===== src/rtl/mdio_pkg.sv =====
package mdio_pkg;

    localparam int DIV_W      = 6;
    localparam int PHY_W      = 5;
    localparam int REG_W      = 5;
    localparam int DATA_W     = 16;
    localparam int OP_W       = 2;
    localparam int PRE_BITS   = 32;
    localparam int FRAME_BITS = PRE_BITS + 2 + OP_W + PHY_W + REG_W + 2 + DATA_W;
    localparam int IDX_W      = $clog2(FRAME_BITS);
    localparam int TA_POS     = FRAME_BITS - DATA_W - 2;
    localparam int DATA_POS   = FRAME_BITS - DATA_W;

    localparam logic [OP_W-1:0] OP_WRITE = 2'b01;
    localparam logic [OP_W-1:0] OP_READ  = 2'b10;

    typedef struct packed {
        logic [DIV_W-1:0] cnt;
        logic             level;
    } clk_state_t;

    typedef struct packed {
        logic                  busy;
        logic                  done;
        logic                  rd;
        logic [IDX_W-1:0]      idx;
        logic [FRAME_BITS-1:0] shreg;
        logic [DATA_W-1:0]     rdata;
    } frame_state_t;

    function automatic logic [FRAME_BITS-1:0] make_frame(
        input logic [OP_W-1:0]   op,
        input logic [PHY_W-1:0]  phy,
        input logic [REG_W-1:0]  rga,
        input logic [DATA_W-1:0] dat
    );
        logic [OP_W-1:0] op_eff;
        op_eff = (op == OP_READ) ? OP_READ : OP_WRITE;
        return {{PRE_BITS{1'b1}}, 2'b01, op_eff, phy, rga, 2'b10, dat};
    endfunction

endpackage


===== src/rtl/mdio_clkgen.sv =====
module mdio_clkgen
    import mdio_pkg::*;
(
    input  logic             clk,
    input  logic             rst_n,
    input  logic             run_i,
    input  logic [DIV_W-1:0] div_i,
    output logic             mdc_o,
    output logic             rise_o,
    output logic             fall_o
);

    clk_state_t st_d, st_q;
    logic       wrap;

    always_comb begin
        st_d   = st_q;
        wrap   = run_i && (st_q.cnt == div_i);
        rise_o = wrap && !st_q.level;
        fall_o = wrap &&  st_q.level;
        if (!run_i) begin
            st_d.cnt   = '0;
            st_d.level = 1'b0;
        end else if (wrap) begin
            st_d.cnt   = '0;
            st_d.level = !st_q.level;
        end else begin
            st_d.cnt = st_q.cnt + 1'b1;
        end
    end

    always_ff @(posedge clk or negedge rst_n) begin
        if (!rst_n) st_q <= '0;
        else        st_q <= st_d;
    end

    assign mdc_o = st_q.level;


    mdc_low_when_stopped_chk: assert property (@(posedge clk) disable iff (!rst_n)
        !run_i |=> !mdc_o);


    rise_makes_high_chk: assert property (@(posedge clk) disable iff (!rst_n)
        (rise_o && run_i) |=> mdc_o);

endmodule


===== src/rtl/mdio_frame.sv =====
module mdio_frame
    import mdio_pkg::*;
(
    input  logic              clk,
    input  logic              rst_n,
    input  logic              start_i,
    input  logic [OP_W-1:0]   op_i,
    input  logic [PHY_W-1:0]  phy_i,
    input  logic [REG_W-1:0]  reg_i,
    input  logic [DATA_W-1:0] wdata_i,
    input  logic              rise_i,
    input  logic              fall_i,
    input  logic              md_in_i,
    output logic              busy_o,
    output logic              done_o,
    output logic              md_out_o,
    output logic              md_tri_o,
    output logic [DATA_W-1:0] rdata_o
);

    localparam logic [IDX_W-1:0] LAST_IDX = IDX_W'(FRAME_BITS - 1);
    localparam logic [IDX_W-1:0] TA_IDX   = IDX_W'(TA_POS);
    localparam logic [IDX_W-1:0] DATA_IDX = IDX_W'(DATA_POS);

    frame_state_t fs_d, fs_q;

    always_comb begin
        fs_d      = fs_q;
        fs_d.done = 1'b0;
        if (!fs_q.busy) begin
            if (start_i) begin
                fs_d.busy  = 1'b1;
                fs_d.idx   = '0;
                fs_d.rd    = (op_i == OP_READ);
                fs_d.shreg = make_frame(op_i, phy_i, reg_i, wdata_i);
            end
        end else begin
            if (rise_i && fs_q.rd && (fs_q.idx >= DATA_IDX)) begin
                fs_d.rdata = {fs_q.rdata[DATA_W-2:0], md_in_i};
            end
            if (fall_i) begin
                if (fs_q.idx == LAST_IDX) begin
                    fs_d.busy  = 1'b0;
                    fs_d.done  = 1'b1;
                    fs_d.shreg = '1;
                end else begin
                    fs_d.idx   = fs_q.idx + 1'b1;
                    fs_d.shreg = {fs_q.shreg[FRAME_BITS-2:0], 1'b1};
                end
            end
        end
    end

    always_ff @(posedge clk or negedge rst_n) begin
        if (!rst_n) begin
            fs_q       <= '0;
            fs_q.shreg <= '1;
        end else begin
            fs_q <= fs_d;
        end
    end

    assign busy_o   = fs_q.busy;
    assign done_o   = fs_q.done;
    assign rdata_o  = fs_q.rdata;
    assign md_out_o = fs_q.shreg[FRAME_BITS-1];
    assign md_tri_o = !fs_q.busy || (fs_q.rd && (fs_q.idx >= TA_IDX));


    out_steady_between_falls_chk: assert property (@(posedge clk) disable iff (!rst_n)
        (busy_o && !fall_i) |=> $stable(md_out_o));


    done_single_cycle_chk: assert property (@(posedge clk) disable iff (!rst_n)
        done_o |=> !done_o);


    done_not_busy_chk: assert property (@(posedge clk) disable iff (!rst_n)
        done_o |-> !busy_o);

endmodule


===== src/rtl/mdio_mgmt_master.sv =====
module mdio_mgmt_master
    import mdio_pkg::*;
(
    input  logic              clk,
    input  logic              rst_n,
    input  logic              mdio_en_i,
    input  logic              host_en_i,
    input  logic              div_wr_i,
    input  logic [DIV_W-1:0]  div_wdata_i,
    input  logic              start_i,
    input  logic [OP_W-1:0]   op_i,
    input  logic [PHY_W-1:0]  phy_addr_i,
    input  logic [REG_W-1:0]  reg_addr_i,
    input  logic [DATA_W-1:0] wdata_i,
    input  logic              ext_mdc_i,
    input  logic              md_in_i,
    output logic              mdc_o,
    output logic              md_out_o,
    output logic              md_tri_o,
    output logic              busy_o,
    output logic              done_o,
    output logic [DATA_W-1:0] rdata_o
);

    logic [DIV_W-1:0] div_d, div_q;
    logic             port_on;
    logic             start_ok;
    logic             int_mdc;
    logic             mdc_rise;
    logic             mdc_fall;
    logic             busy_w;

    always_comb begin
        div_d = div_q;
        if (div_wr_i) div_d = div_wdata_i;
    end

    always_ff @(posedge clk or negedge rst_n) begin
        if (!rst_n) div_q <= '0;
        else        div_q <= div_d;
    end

    assign port_on  = mdio_en_i && host_en_i && (div_q != '0);
    assign start_ok = start_i && port_on && !busy_w;

    mdio_clkgen u_clkgen (
        .clk    (clk),
        .rst_n  (rst_n),
        .run_i  (busy_w),
        .div_i  (div_q),
        .mdc_o  (int_mdc),
        .rise_o (mdc_rise),
        .fall_o (mdc_fall)
    );

    mdio_frame u_frame (
        .clk      (clk),
        .rst_n    (rst_n),
        .start_i  (start_ok),
        .op_i     (op_i),
        .phy_i    (phy_addr_i),
        .reg_i    (reg_addr_i),
        .wdata_i  (wdata_i),
        .rise_i   (mdc_rise),
        .fall_i   (mdc_fall),
        .md_in_i  (md_in_i),
        .busy_o   (busy_w),
        .done_o   (done_o),
        .md_out_o (md_out_o),
        .md_tri_o (md_tri_o),
        .rdata_o  (rdata_o)
    );

    assign busy_o = busy_w;
    assign mdc_o  = !mdio_en_i ? 1'b0 : (host_en_i ? int_mdc : ext_mdc_i);


    blocked_start_chk: assert property (@(posedge clk) disable iff (!rst_n)
        (!busy_o && !port_on) |=> !busy_o);


    idle_pins_chk: assert property (@(posedge clk) disable iff (!rst_n)
        (!busy_o && mdio_en_i && host_en_i) |-> (!mdc_o && md_tri_o && md_out_o));


    end_has_done_chk: assert property (@(posedge clk) disable iff (!rst_n)
        $fell(busy_o) |-> done_o);


    no_mdc_when_off_chk: assert property (@(posedge clk) disable iff (!rst_n)
        !mdio_en_i |-> !mdc_o);

endmodule


===== config.mk =====
export PLATFORM = sky130hd
export DESIGN_NAME = mdio_mgmt_master
export DESIGN_NICKNAME = d
export VERILOG_FILES = /design/src/rtl/mdio_pkg.sv /design/src/rtl/mdio_clkgen.sv /design/src/rtl/mdio_frame.sv /design/src/rtl/mdio_mgmt_master.sv
export SDC_FILE = /design/constraint.sdc
export NUM_CORES = 1
export LEC_CHECK = 0
export ABC_CLOCK_PERIOD_IN_PS = 4500
export BUFFER_PORTS_ARGS = -buffer_cell sky130_fd_sc_hd__buf_2
export CORE_AREA = 10 10 100 102
export DETAILED_ROUTE_END_ITERATION = 8
export DIE_AREA = 0 0 110 112
export PLACE_DENSITY = 0.84
export SETUP_SLACK_MARGIN = 0.2
export SYNTH_ARGS = -nofsm -noshare
export SYNTH_HDL_FRONTEND = slang
export SYNTH_SLANG_ARGS = --single-unit

===== constraint.sdc =====
create_clock -name clk -period 4.5 [get_ports clk]
set_clock_uncertainty 0.05 [all_clocks]
set_input_delay 1.125 -clock clk [delete_from_list [all_inputs] [get_ports clk]]
set_output_delay 1.125 -clock clk [all_outputs]
set_load 0.05 [all_outputs]

Word-level counts from Yosys, hierarchy flattened
Cells that the tools add are included.

Flip-flop bits (word level): 102. Output and inout bits: 21. Input port bits: 42. Logic and storage cells: 55.

Multiplexer cells: 16. Bitwise operators: 1. Equality and inequality tests: 6. $add $sub $neg: 2. Magnitude comparators: 2. Reductions and logical operators: 19.

Operators by type and width (number): 70-bit two-way mux (3); 64-bit two-way mux (1); 6-bit by 1-bit adder with 6-bit output (second input constant) (2); 6-bit greater-or-equal comparator (second input constant) (2); 6-bit two-way mux (2); 1-bit logical AND (10); 7-bit two-way mux (1); 6-bit equality test (1); 6-bit equality test (second input constant) (1); 1-bit two-way mux (6); 2-bit two-way mux (3); 2-bit inequality test (second input constant) (3); 2-bit AND reduction (3); 6-bit nonzero test (1); 3-bit AND reduction (1); 2-bit equality test (second input constant) (1); 1-bit zero test (2); 2-bit nonzero test (1); 1-bit logical OR (1); 1-bit inverter (1).

Depth between registers and ports, before layout
Gate-level depths: netlist of the first run.

Depth in word-level cells: 6. Depth in mapped cells: 7. Gate-level depth less buffers: 5.

Hierarchy
From an unflattened synthesis of the first run, not the netlist that was laid out.

Cells, all modules: 408. Area total of the unflattened synthesis: 4957.3 um^2.

Modules (own cells, without submodules): mdio_frame (seq. area each 2307.2 um^2, cells each 352, area each 4234.1 um^2, times used 1); mdio_clkgen (seq. area each 175.2 um^2, cells each 37, area each 431.7 um^2, times used 1); mdio_mgmt_master (seq. area each 150.1 um^2, cells each 19, area each 291.5 um^2, times used 1).

Worst setup path before layout of the first run
OpenSTA, ideal clock, no wires.

Path kind: register -> output. From: register u_frame.fs_q, in the netlist u_frame.busy_o. To: output md_tri_o. Arrival time: 1.987 ns. Required time: 3.325 ns. Buffers on the path: 3. Cell stages (with the launch flop): 5. Slack: 1.338 ns. Cell sequence: dfrtp_1 -> clkbuf_8 -> clkbuf_1 -> clkbuf_1 -> o21ai_0.

Longest elaborated chain between the ends: 2.

RTL lines: start: declaration (line mdio_frame.sv:25) `frame_state_t fs_d, fs_q;`; start signal: assignment (line mdio_frame.sv:59) `fs_q <= fs_d;`; 1-bit zero test (line mdio_frame.sv:67) `assign md_tri_o = !fs_q.busy || (fs_q.rd && (fs_q.idx >= TA_IDX));`; 1-bit logical OR (line mdio_frame.sv:67); end: declaration (line mdio_mgmt_master.sv:19) `output logic md_tri_o,`.

Every way passes these cells.

Worst setup path in the final report of the first run
From: input host_en_i. To: output mdc_o.

Longest elaborated chain between the ends: 2.

RTL lines: start: declaration (line mdio_mgmt_master.sv:7) `input logic host_en_i,`; 1-bit two-way mux (2 in a row) (line mdio_mgmt_master.sv:75) `assign mdc_o = !mdio_en_i ? 1'b0 : (host_en_i ? int_mdc : ext_mdc_i);`; end: declaration (line mdio_mgmt_master.sv:17) `output logic mdc_o,`.

Every way passes these cells.

==> impl_metrics.env, run 1 <==
export IMPL_worstPathMaxFanout=2
export IMPL_nets=523
export IMPL_synth_cell_types=50
export IMPL_syn_inst=445
export IMPL_dp_worst_setup_slack_ps=1540
export IMPL_numCtsBuffers=9
export IMPL_overflow=0
export IMPL_hold_class="reg -> reg"
export IMPL_p_sw_share_pct=29.9
export IMPL_grt_pass1_vias=3301
export IMPL_cts_tree="yes"
export IMPL_clock_sink_count=102
export IMPL_yosys_top_cells_area="dfstp_2, dfrtp_1, mux2i_1, o211ai_1, nor2_1"
export IMPL_endpoint_kind="output pin"
export IMPL_fin_tns_setup_ps=0
export IMPL_cp_required_ps=3320
export IMPL_worst_slack_ps=1600
export IMPL_ant_nets=0
export IMPL_slowest_delay_ps=270
export IMPL_grt_pass1_wl_um=16100
export IMPL_critPathSlowestCell="buf_2"
export IMPL_cp_common_cell="buf_2"
export IMPL_critical_path_top_delay_family="buffers and inverters"
export IMPL_pwr_share_comb_pct=18.7
export IMPL_drc=0
export IMPL_fin_total_pwr_mw=2.08
export IMPL_gp_congestion=0.808
export IMPL_num_rows=33
export IMPL_core_area_sq_um=8050
export IMPL_drive_gt1_share_pct=36.4
export IMPL_ctsHoldBuffers=0
export IMPL_post_cts_resized=0
export IMPL_cts_buffer_depth=2
export IMPL_first_pass_iters=4
export IMPL_die_area_sq_um=12300
export IMPL_clk_pin_slew_ps=90
export IMPL_dp_hpwl_um=6430
export IMPL_yosys_warnings=0
export IMPL_cp_start_kind="input pin"
export IMPL_cp_cell_sequence="buf_2 -> mux2i_1 -> nor2b_1 -> buf_2"
export IMPL_rsz0062_at_grt="false"
export IMPL_power_frac_seq_pct=53.7
export IMPL_worstSetupPathType="in -> out"
export IMPL_synth_area_sq_um=4900
export IMPL_h_tree_depth=3
export IMPL_insertion_delay_ps=370
export IMPL_vias=3366
export IMPL_slew_viol_final=0
export IMPL_synth_flop_cell="dfstp_2"
export IMPL_switchingPower_mw=0.620
export IMPL_cts_root_buf="clkbuf_8"
export IMPL_antenna_cells=0
export IMPL_wl_per_cell_um=16.4
export IMPL_ir_drop_v=0.000227
export IMPL_hold_violations=0
export IMPL_synth_largest_area_cell="dfstp_2"
export IMPL_yosysMostFrequentCell="dfstp_2"
export IMPL_postCtsSetupBuffers=0
export IMPL_pin_count=63
export IMPL_viasPerCell=5.71
export IMPL_synthToLayoutAreaGrowth_pct=8.71
export IMPL_place_area_sq_um=5130
export IMPL_synth_top_cell_area_share_pct=34.3
export IMPL_fin_area_sq_um=5320
export IMPL_r2r_cells=5
export IMPL_synth_nets=489
export IMPL_clock_fmax_mhz=345
export IMPL_die_x_um=110
export IMPL_seq_area_sq_um=2630
export IMPL_finalSetupViolCount=0
export IMPL_p_clk_share_pct=27.6
export IMPL_antenna_found_initial=0
export IMPL_status="finished clean"
export IMPL_die_y_um=112
export IMPL_port_buffer_count=62
export IMPL_routed_wl_um=9680
export IMPL_p_int_mw=1.46
export IMPL_drtIter0Drc=185
export IMPL_async_flop_share_pct=100
export IMPL_worst_pin_slew_ps=1030
export IMPL_ys_seq_area_share_pct=53.8
export IMPL_max_cap_violations=0
export IMPL_grt_usage_pct=16.1
export IMPL_relSlewSlack_pct=31.6
export IMPL_synth_seq_cells=102
export IMPL_hold_depth=2
export IMPL_cp_buffers_inverters=2
export IMPL_p_per_area_nw_per_um2=390
export IMPL_multiInputGateArea_sq_um=1840
export IMPL_synth_common_cells="dfstp_2, nor2_1, inv_1"
export IMPL_synth_area_per_cell_sq_um=11.0
export IMPL_arrival_ps=1720
export IMPL_synth_edf_count=0
export IMPL_period_needed_ps=2900
export IMPL_worst_path_stages=4
export IMPL_n_fill_cell=654
export IMPL_final_period_utilization_pct=64.4
export IMPL_grt_max_degree=62
export IMPL_start_util_pct=60.8
export IMPL_p_leak_nw=2.82
flip-flops by register name, indices dropped and copies added (netlist names):
| signal | flops |
|---|---|
| div_q | 6 |
| u_frame.fs_q | 70 |
| u_frame.md_out_o | 1 |
| u_clkgen.mdc_o | 1 |
| u_clkgen.st_q | 6 |
| u_frame.done_o | 1 |
| u_frame.rdata_o | 16 |
| u_frame.busy_o | 1 |
metrics by stage:
stage                     hold slack, ps  std cells  utilization (%)
after floorplan                      390        445                -
after global placement               398        573             63.7
after detailed placement             403        573             63.7
after CTS                            417        589             66.1
after global routing                 436        589             66.1
final                                420        589             66.1
final timing paths:
path,startpoint,endpoint,slack [ps]
max in group asynchronous,rst_n,u_frame.fs_q[33],2630
worst min-delay path,u_frame.fs_q[69],u_frame.fs_q[69],420
worst max-delay path,host_en_i,mdc_o,1600
worst max register to register,div_q[0],u_frame.fs_q[33],1870
worst min register to register,u_frame.fs_q[69],u_frame.fs_q[69],420
min in group asynchronous,rst_n,u_frame.fs_q[86],770
kinds of logic (layout without fill, tap and decap cells):
logic type	Yosys count	after routing	share of synthesized area [%]
compound gates	102	102	13.5
flops	102	102	53.8
buf+inv	88	127	8.94
simple gates	77	77	7.05
mux	62	62	14.0
xor+xnor	12	12	2.15
fa+ha+maj	2	2	0.511
cell usage in the layout (no fill, tap or decap), types with 10 or more instances in the layout:
| cell | instances |
|---|---|
| dfrtp_1 | 38 |
| dfstp_2 | 64 |
| o211ai_1 | 25 |
| mux2_2 | 13 |
| buf_2 | 61 |
| o22ai_1 | 26 |
| mux2i_1 | 39 |
| nor2_1 | 46 |
| mux2_4 | 10 |
| clkbuf_8 | 10 |
| inv_1 | 42 |
| o21ai_0 | 27 |
power groups by stage:
stage / sequential, mW / clock (mW) / combinational [mW]
after floorplan: 1.10 / 0 / 0.292
after global placement: 1.12 / 0 / 0.365
after detailed placement: 1.13 / 0 / 0.389
after CTS: 1.11 / 0.589 / 0.389
after global routing: 1.13 / 0.627 / 0.441
final: 1.11 / 0.574 / 0.388
final cells by class:
cell class	count	area share, %
clock inverter	4	0.870
timing repair buffer	69	6.86
clock buffer	12	2.73
sequential	102	49.5
tap	105	2.47
inverter	42	2.96
multi-input combinational	255	34.6
worst min-delay path: stages, from the launching register on:
cell and delay, ps:
dfstp_2 380, inv_1 40, mux2i_1 50
metal layers:
layer | up-vias | routed length, um | GRT usage, %
li1 | 1598 | - | -
met1 | 1657 | 4430 | 21.9
met2 | 96 | 4480 | 23.8
met3 | 15 | 631 | 4.67
met4 | 0 | 146 | 5.56
met5 | - | 0 | 0
Power figures use the tool's default switching activity.
==> run 2: changes to the inputs <==
Settings changed: ABC_AREA set to 1, ABC_CLOCK_PERIOD_IN_PS 4500 to 2600, CORE_AREA 10 10 100 102 to 10 10 111 113, DIE_AREA 0 0 110 112 to 0 0 121 123, PLACE_DENSITY 0.84 to 0.75.
Clock period 4.5 ns to 2.6 ns, I/O delays scaled along.
==> run 2 against run 1 <==
Compared with the run above: clock power up 92%; area after synthesis up 7.2%; sequential cell count unchanged; worst hold slack worse by 250 ps; synthesized cell count up 54%; routed wire length up 14%; largest cell class unchanged; largest power group unchanged.
==> impl_metrics.env, run 2 <==
export IMPL_most_common_layout_cells="nand2_1, nand3_1, dfstp_2"
export IMPL_die_x_um=121
export IMPL_synth_common_cells="nand2_1, nand3_1, dfstp_2"
export IMPL_vias=4271
export IMPL_period_needed_ps=2150
export IMPL_grt_pass1_vias=4223
export IMPL_worstPathMaxFanout=4
export IMPL_fin_area_sq_um=5660
export IMPL_synth_edf_count=0
export IMPL_endpoint_kind="output pin"
export IMPL_synth_area_per_cell_sq_um=7.65
export IMPL_cp_cell_sequence="nand2_1 -> inv_1 -> nand2_1 -> nand3_1 -> buf_2"
export IMPL_wl_met3_um=528
export IMPL_cts_root_buf="clkbuf_8"
export IMPL_fin_worst_hold_slack_ps=174
export IMPL_utilization_pct=55.8
export IMPL_drive_gt1_share_pct=22.5
export IMPL_drc=0
export IMPL_start_util_pct=51.8
export IMPL_antenna_cells=0
export IMPL_rsz0062_at_grt="false"
export IMPL_clock_sink_count=102
export IMPL_p_per_area_nw_per_um2=1000
export IMPL_fin_total_pwr_mw=5.68
export IMPL_core_area_sq_um=10100
export IMPL_pin_count=63
export IMPL_first_pass_iters=4
export IMPL_synth_nets=730
export IMPL_post_cts_resized=0
export IMPL_dp_cells=834
export IMPL_synth_seq_cells=102
export IMPL_relSlewSlack_pct=51.9
export IMPL_cts_buffer_depth=2
export IMPL_async_flop_share_pct=100
export IMPL_arrival_ps=1450
export IMPL_antenna_found_initial=0
export IMPL_cp_required_ps=1900
export IMPL_ys_seq_area_share_pct=50.2
export IMPL_synth_flop_cell="dfstp_2"
export IMPL_yosys_top_cells_area="dfstp_2, nand2_1, dfrtp_1, nand3_1, o21ai_0"
export IMPL_synth_area_sq_um=5250
export IMPL_top_layer_used="met4"
export IMPL_postCtsSetupBuffers=0
export IMPL_status="finished clean"
export IMPL_yosys_warnings=0
export IMPL_port_buffer_count=62
export IMPL_die_y_um=123
export IMPL_final_period_utilization_pct=82.6
export IMPL_slowest_delay_ps=420
export IMPL_wirelength_met1_um=5040
export IMPL_cp_common_cell="nand2_1"
export IMPL_ir_drop_v=0.000576
export IMPL_num_rows=37
export IMPL_clk_pin_slew_ps=100
export IMPL_grt_pass1_wl_um=19200
export IMPL_hold_violations=0
export IMPL_overflow=0
export IMPL_synthToLayoutAreaGrowth_pct=7.84
export IMPL_instances_no_fill=850
export IMPL_worstSetupPathType="reg -> out"
export IMPL_cts_tree="yes"
export IMPL_yosysMostFrequentCell="nand2_1"
export IMPL_clock_fmax_mhz=466
export IMPL_cp_buffers_inverters=2
export IMPL_routed_wl_um=11100
export IMPL_ctsHoldBuffers=0
export IMPL_dp_worst_setup_slack_ps=563
export IMPL_grt_usage_pct=15.4
export IMPL_slew_viol_final=0
export IMPL_dr_wl_met2_um=5380
export IMPL_regMostFlops="u_frame.fs_q"
export IMPL_insertion_delay_ps=370
export IMPL_synth_cell_types=26
export IMPL_h_tree_depth=3
export IMPL_largest_reg_flops=70
export IMPL_finalSetupViolCount=0
export IMPL_syn_inst=686
export IMPL_drtIter0Drc=374
export IMPL_ant_nets=0
export IMPL_worst_slack_ps=453
export IMPL_hold_class="in -> async"
export IMPL_wl_per_cell_um=13.0
export IMPL_r2r_slack_ps=580
export IMPL_grt_max_degree=73
export IMPL_dp_hpwl_um=6880
export IMPL_max_cap_violations=0
export IMPL_viasPerCell=5.02
export IMPL_nets=753
export IMPL_place_area_sq_um=5440
export IMPL_synth_top_cell_area_share_pct=32.0
export IMPL_critical_path_top_delay_family="flip-flops"
export IMPL_gp_congestion=0.782
export IMPL_fin_tns_setup_ps=0
export IMPL_worst_pin_slew_ps=722
export IMPL_cp_start_kind="register"
export IMPL_p_leak_nw=2.94
export IMPL_critPathSlowestCell="dfrtp_1"
export IMPL_mostFrequentLayoutCell="nand2_1"
export IMPL_numCtsBuffers=9
export IMPL_synth_largest_area_cell="dfstp_2"
export IMPL_die_area_sq_um=14900
-- run 2: layer usage --
layer	up-vias	global-route usage, %
met5	-	0
met4	0	5.05
met3	8	3.56
met2	90	26.8
met1	2001	18.4
li1	2172	-
-- run 2: report_power, final --
group          switching, mW  internal [mW]  leakage, nW
clock network          0.562          0.535        0.112
logic                  0.902          0.723         1.67
registers              0.404           2.56         1.16
-- run 2: kinds of logic (layout without fill, tap and decap cells) --
| family | count (synthesis) | in the layout | share of synthesized area [%] |
|---|---|---|---|
| xor+xnor | 7 | 7 | 1.17 |
| flops | 102 | 102 | 50.2 |
| simple gates | 418 | 418 | 32.9 |
| compound gates | 57 | 57 | 5.44 |
| buf+inv | 100 | 128 | 9.85 |
| fa+ha+maj | 2 | 2 | 0.477 |
-- run 2: cell type report --
| class | instances | area, sq um |
|---|---|---|
| fillers | 951 | 4480 |
| well taps | 136 | 170 |
| repair buffers | 69 | 378 |
| flip-flops and latches | 102 | 2630 |
| clock buffers | 12 | 166 |
| inverters | 43 | 161 |
| clock inverters | 4 | 52.6 |
| multi-input cells | 484 | 2100 |
-- run 2: worst reg2reg max path, stage by stage, from the launching register on --
cell and delay [ps]:
dfrtp_1 440, inv_1 70, nand2_1 40, nand2_1 60
nor2_1 50, nand2_1 80, nor2_2 50, nand3_2 90
buf_4 570, inv_2 220, nand3_1 130, nand2_1 70
-- run 2: worst paths after layout --
path                                 endpoint  cells after the start        startpoint
max                                  md_tri_o                      5  u_frame.fs_q[84]
min                        u_frame.rdata_o[3]                      1             rst_n
max reg2reg                  u_frame.fs_q[83]                     11  u_clkgen.st_q[1]
min reg2reg                  u_frame.fs_q[68]                      2  u_frame.fs_q[68]
max in group asynchronous    u_frame.fs_q[62]                      2             rst_n
min in group clk             u_frame.fs_q[68]                      2  u_frame.fs_q[68]
==> run 3: changes to the inputs <==
Settings changed: ABC_CLOCK_PERIOD_IN_PS 2600 to 2000, CORE_AREA 10 10 111 113 to 10 10 107 109, DIE_AREA 0 0 121 123 to 0 0 117 119, PLACE_DENSITY 0.75 to 0.78.
Clock period 2.6 ns to 2 ns, I/O delays scaled along.
==> run 3 against run 2 <==
Compared with the run above: sequential power is 30% higher; critical path type unchanged; critical endpoint unchanged; clock power is 27% higher; largest cell class unchanged; highest routed layer unchanged; register-to-register slack worse by 370 ps.
==> impl_metrics.env, run 3 (synthesized netlist as in run 2, its figures left out) <==
export IMPL_status="finished clean"
export IMPL_antenna_cells=0
export IMPL_dp_hpwl_um=7740
export IMPL_most_common_layout_cells="nand2_1, nand3_1, dfstp_2"
export IMPL_cts_tree="yes"
export IMPL_ant_nets=0
export IMPL_pin_count=63
export IMPL_hold_violations=0
export IMPL_max_cap_violations=0
export IMPL_port_buffer_count=62
export IMPL_die_x_um=117
export IMPL_period_needed_ps=1860
export IMPL_routed_wl_um=12400
export IMPL_fin_area_sq_um=6060
export IMPL_ir_drop_v=0.000670
export IMPL_slew_viol_final=0
export IMPL_h_tree_depth=3
export IMPL_p_int_mw=5.06
export IMPL_mostFrequentLayoutCell="nand2_1"
export IMPL_pwr_share_comb_pct=31.2
export IMPL_n_fill_cell=795
export IMPL_num_rows=36
export IMPL_relSlewSlack_pct=78.0
export IMPL_fin_tns_setup_ps=0
export IMPL_largest_reg_flops=70
export IMPL_drc=0
export IMPL_multiInputGateArea_sq_um=2150
export IMPL_overflow=0
export IMPL_synthToLayoutAreaGrowth_pct=15.4
export IMPL_power_frac_seq_pct=50.5
export IMPL_drtIter0Drc=397
export IMPL_finalSetupViolCount=0
export IMPL_vias=4520
export IMPL_die_area_sq_um=13900
export IMPL_insertion_delay_ps=380
export IMPL_switchingPower_mw=2.57
export IMPL_p_clk_share_pct=18.3
export IMPL_first_pass_iters=5
export IMPL_core_area_sq_um=9460
export IMPL_regMostFlops="u_frame.fs_q"
export IMPL_gp_congestion=0.843
export IMPL_start_util_pct=55.5
export IMPL_numCtsBuffers=9
export IMPL_cts_buffer_depth=2
export IMPL_grt_usage_pct=17.8
export IMPL_grt_pass1_vias=4436
export IMPL_cp_start_kind="register"
export IMPL_endpoint_kind="output pin"
export IMPL_clock_sink_count=102
export IMPL_worst_pin_slew_ps=330
export IMPL_die_y_um=119
export IMPL_nets=784
export IMPL_worstSetupPathType="reg -> out"
export IMPL_hold_class="in -> reg"
export IMPL_final_period_utilization_pct=92.9
export IMPL_rsz0062_at_grt="true"
export IMPL_p_per_area_nw_per_um2=1260
export IMPL_p_sw_share_pct=33.7
export IMPL_cts_root_buf="clkbuf_8"
export IMPL_clock_fmax_mhz=538
export IMPL_fin_total_pwr_mw=7.63
export IMPL_p_leak_nw=3.15
export IMPL_drive_gt1_share_pct=27.1
export IMPL_viasPerCell=5.26
export IMPL_cp_required_ps=1450
export IMPL_antenna_found_initial=0
export IMPL_arrival_ps=1310
export IMPL_worstPathMaxFanout=2
export IMPL_clk_pin_slew_ps=90
export IMPL_seq_area_sq_um=2640
export IMPL_grt_max_degree=52
export IMPL_place_area_sq_um=5540
export IMPL_grt_pass1_wl_um=20400
export IMPL_wl_per_cell_um=14.4
-- run 3: final timing paths --
| path | cells past startpoint | slack [ps] | startpoint | to |
|---|---|---|---|---|
| max | 4 | 140 | u_frame.fs_q[85] | md_tri_o |
| min | 3 | 280 | div_wdata_i[2] | div_q[2] |
| min reg2reg | 2 | 440 | u_frame.fs_q[40] | u_frame.fs_q[40] |
| max in group asynchronous | 3 | 770 | rst_n | u_frame.fs_q[42] |
| max reg2reg | 10 | 210 | u_clkgen.st_q[2] | u_frame.busy_o |
| min in group asynchronous | 2 | 500 | rst_n | u_frame.fs_q[80] |
-- run 3: cell type report --
cell class,count,share of cell area [%]
flip-flops and latches,102,43.5
multi-input cells,485,35.6
repair buffers,99,12.3
clock buffers,12,3.10
inverters,43,2.71
well taps,114,2.36
clock inverters,4,0.496
-- run 3: repair_timing --
action                                 in CTS  in global routing
resized for setup                           7                 23
cloned                                      0                  3
setup buffers                               7                 10
endpoints found under the hold margin      16                  0
setup endpoints to repair                   4                 89
hold buffers                                1                  0
pin swaps                                   1                  7
-- run 3: power groups by stage --
stage               Sequential, mW  Clock (mW)  Combinational [mW]
finish                        3.86        1.40                2.38
detailed placement            3.85           0                2.18
global route                  3.96        1.51                2.77
CTS                           3.82        1.43                2.26
global placement              3.82           0                2.07
floorplan                     3.76           0                1.77
-- run 3: layer usage --
layer | global-route usage [%] | vias up | share of wire [%]
met3 | 6.38 | 14 | 6.9
met5 | 0 | - | 0
met2 | 28.7 | 124 | 50
met4 | 5.02 | 0 | 1.3
li1 | - | 2235 | -
met1 | 21.8 | 2147 | 42
-- run 3: worst max-delay path, stage by stage (launching register included) --
cell and delay [ps]:
dfrtp_1 430, buf_6 130, nand4_1 110, nand3_2 100
buf_8 160
-- run 3: per-stage QoR --
stage,hold slack [ps],util (%),instances,worst slack [ps]
floorplan,154,-,686,167
global placement,371,58.5,822,292
detailed placement,375,58.5,822,228
CTS,267,61.7,846,149
global route,270,64.0,859,86.5
finish,277,64.0,859,141
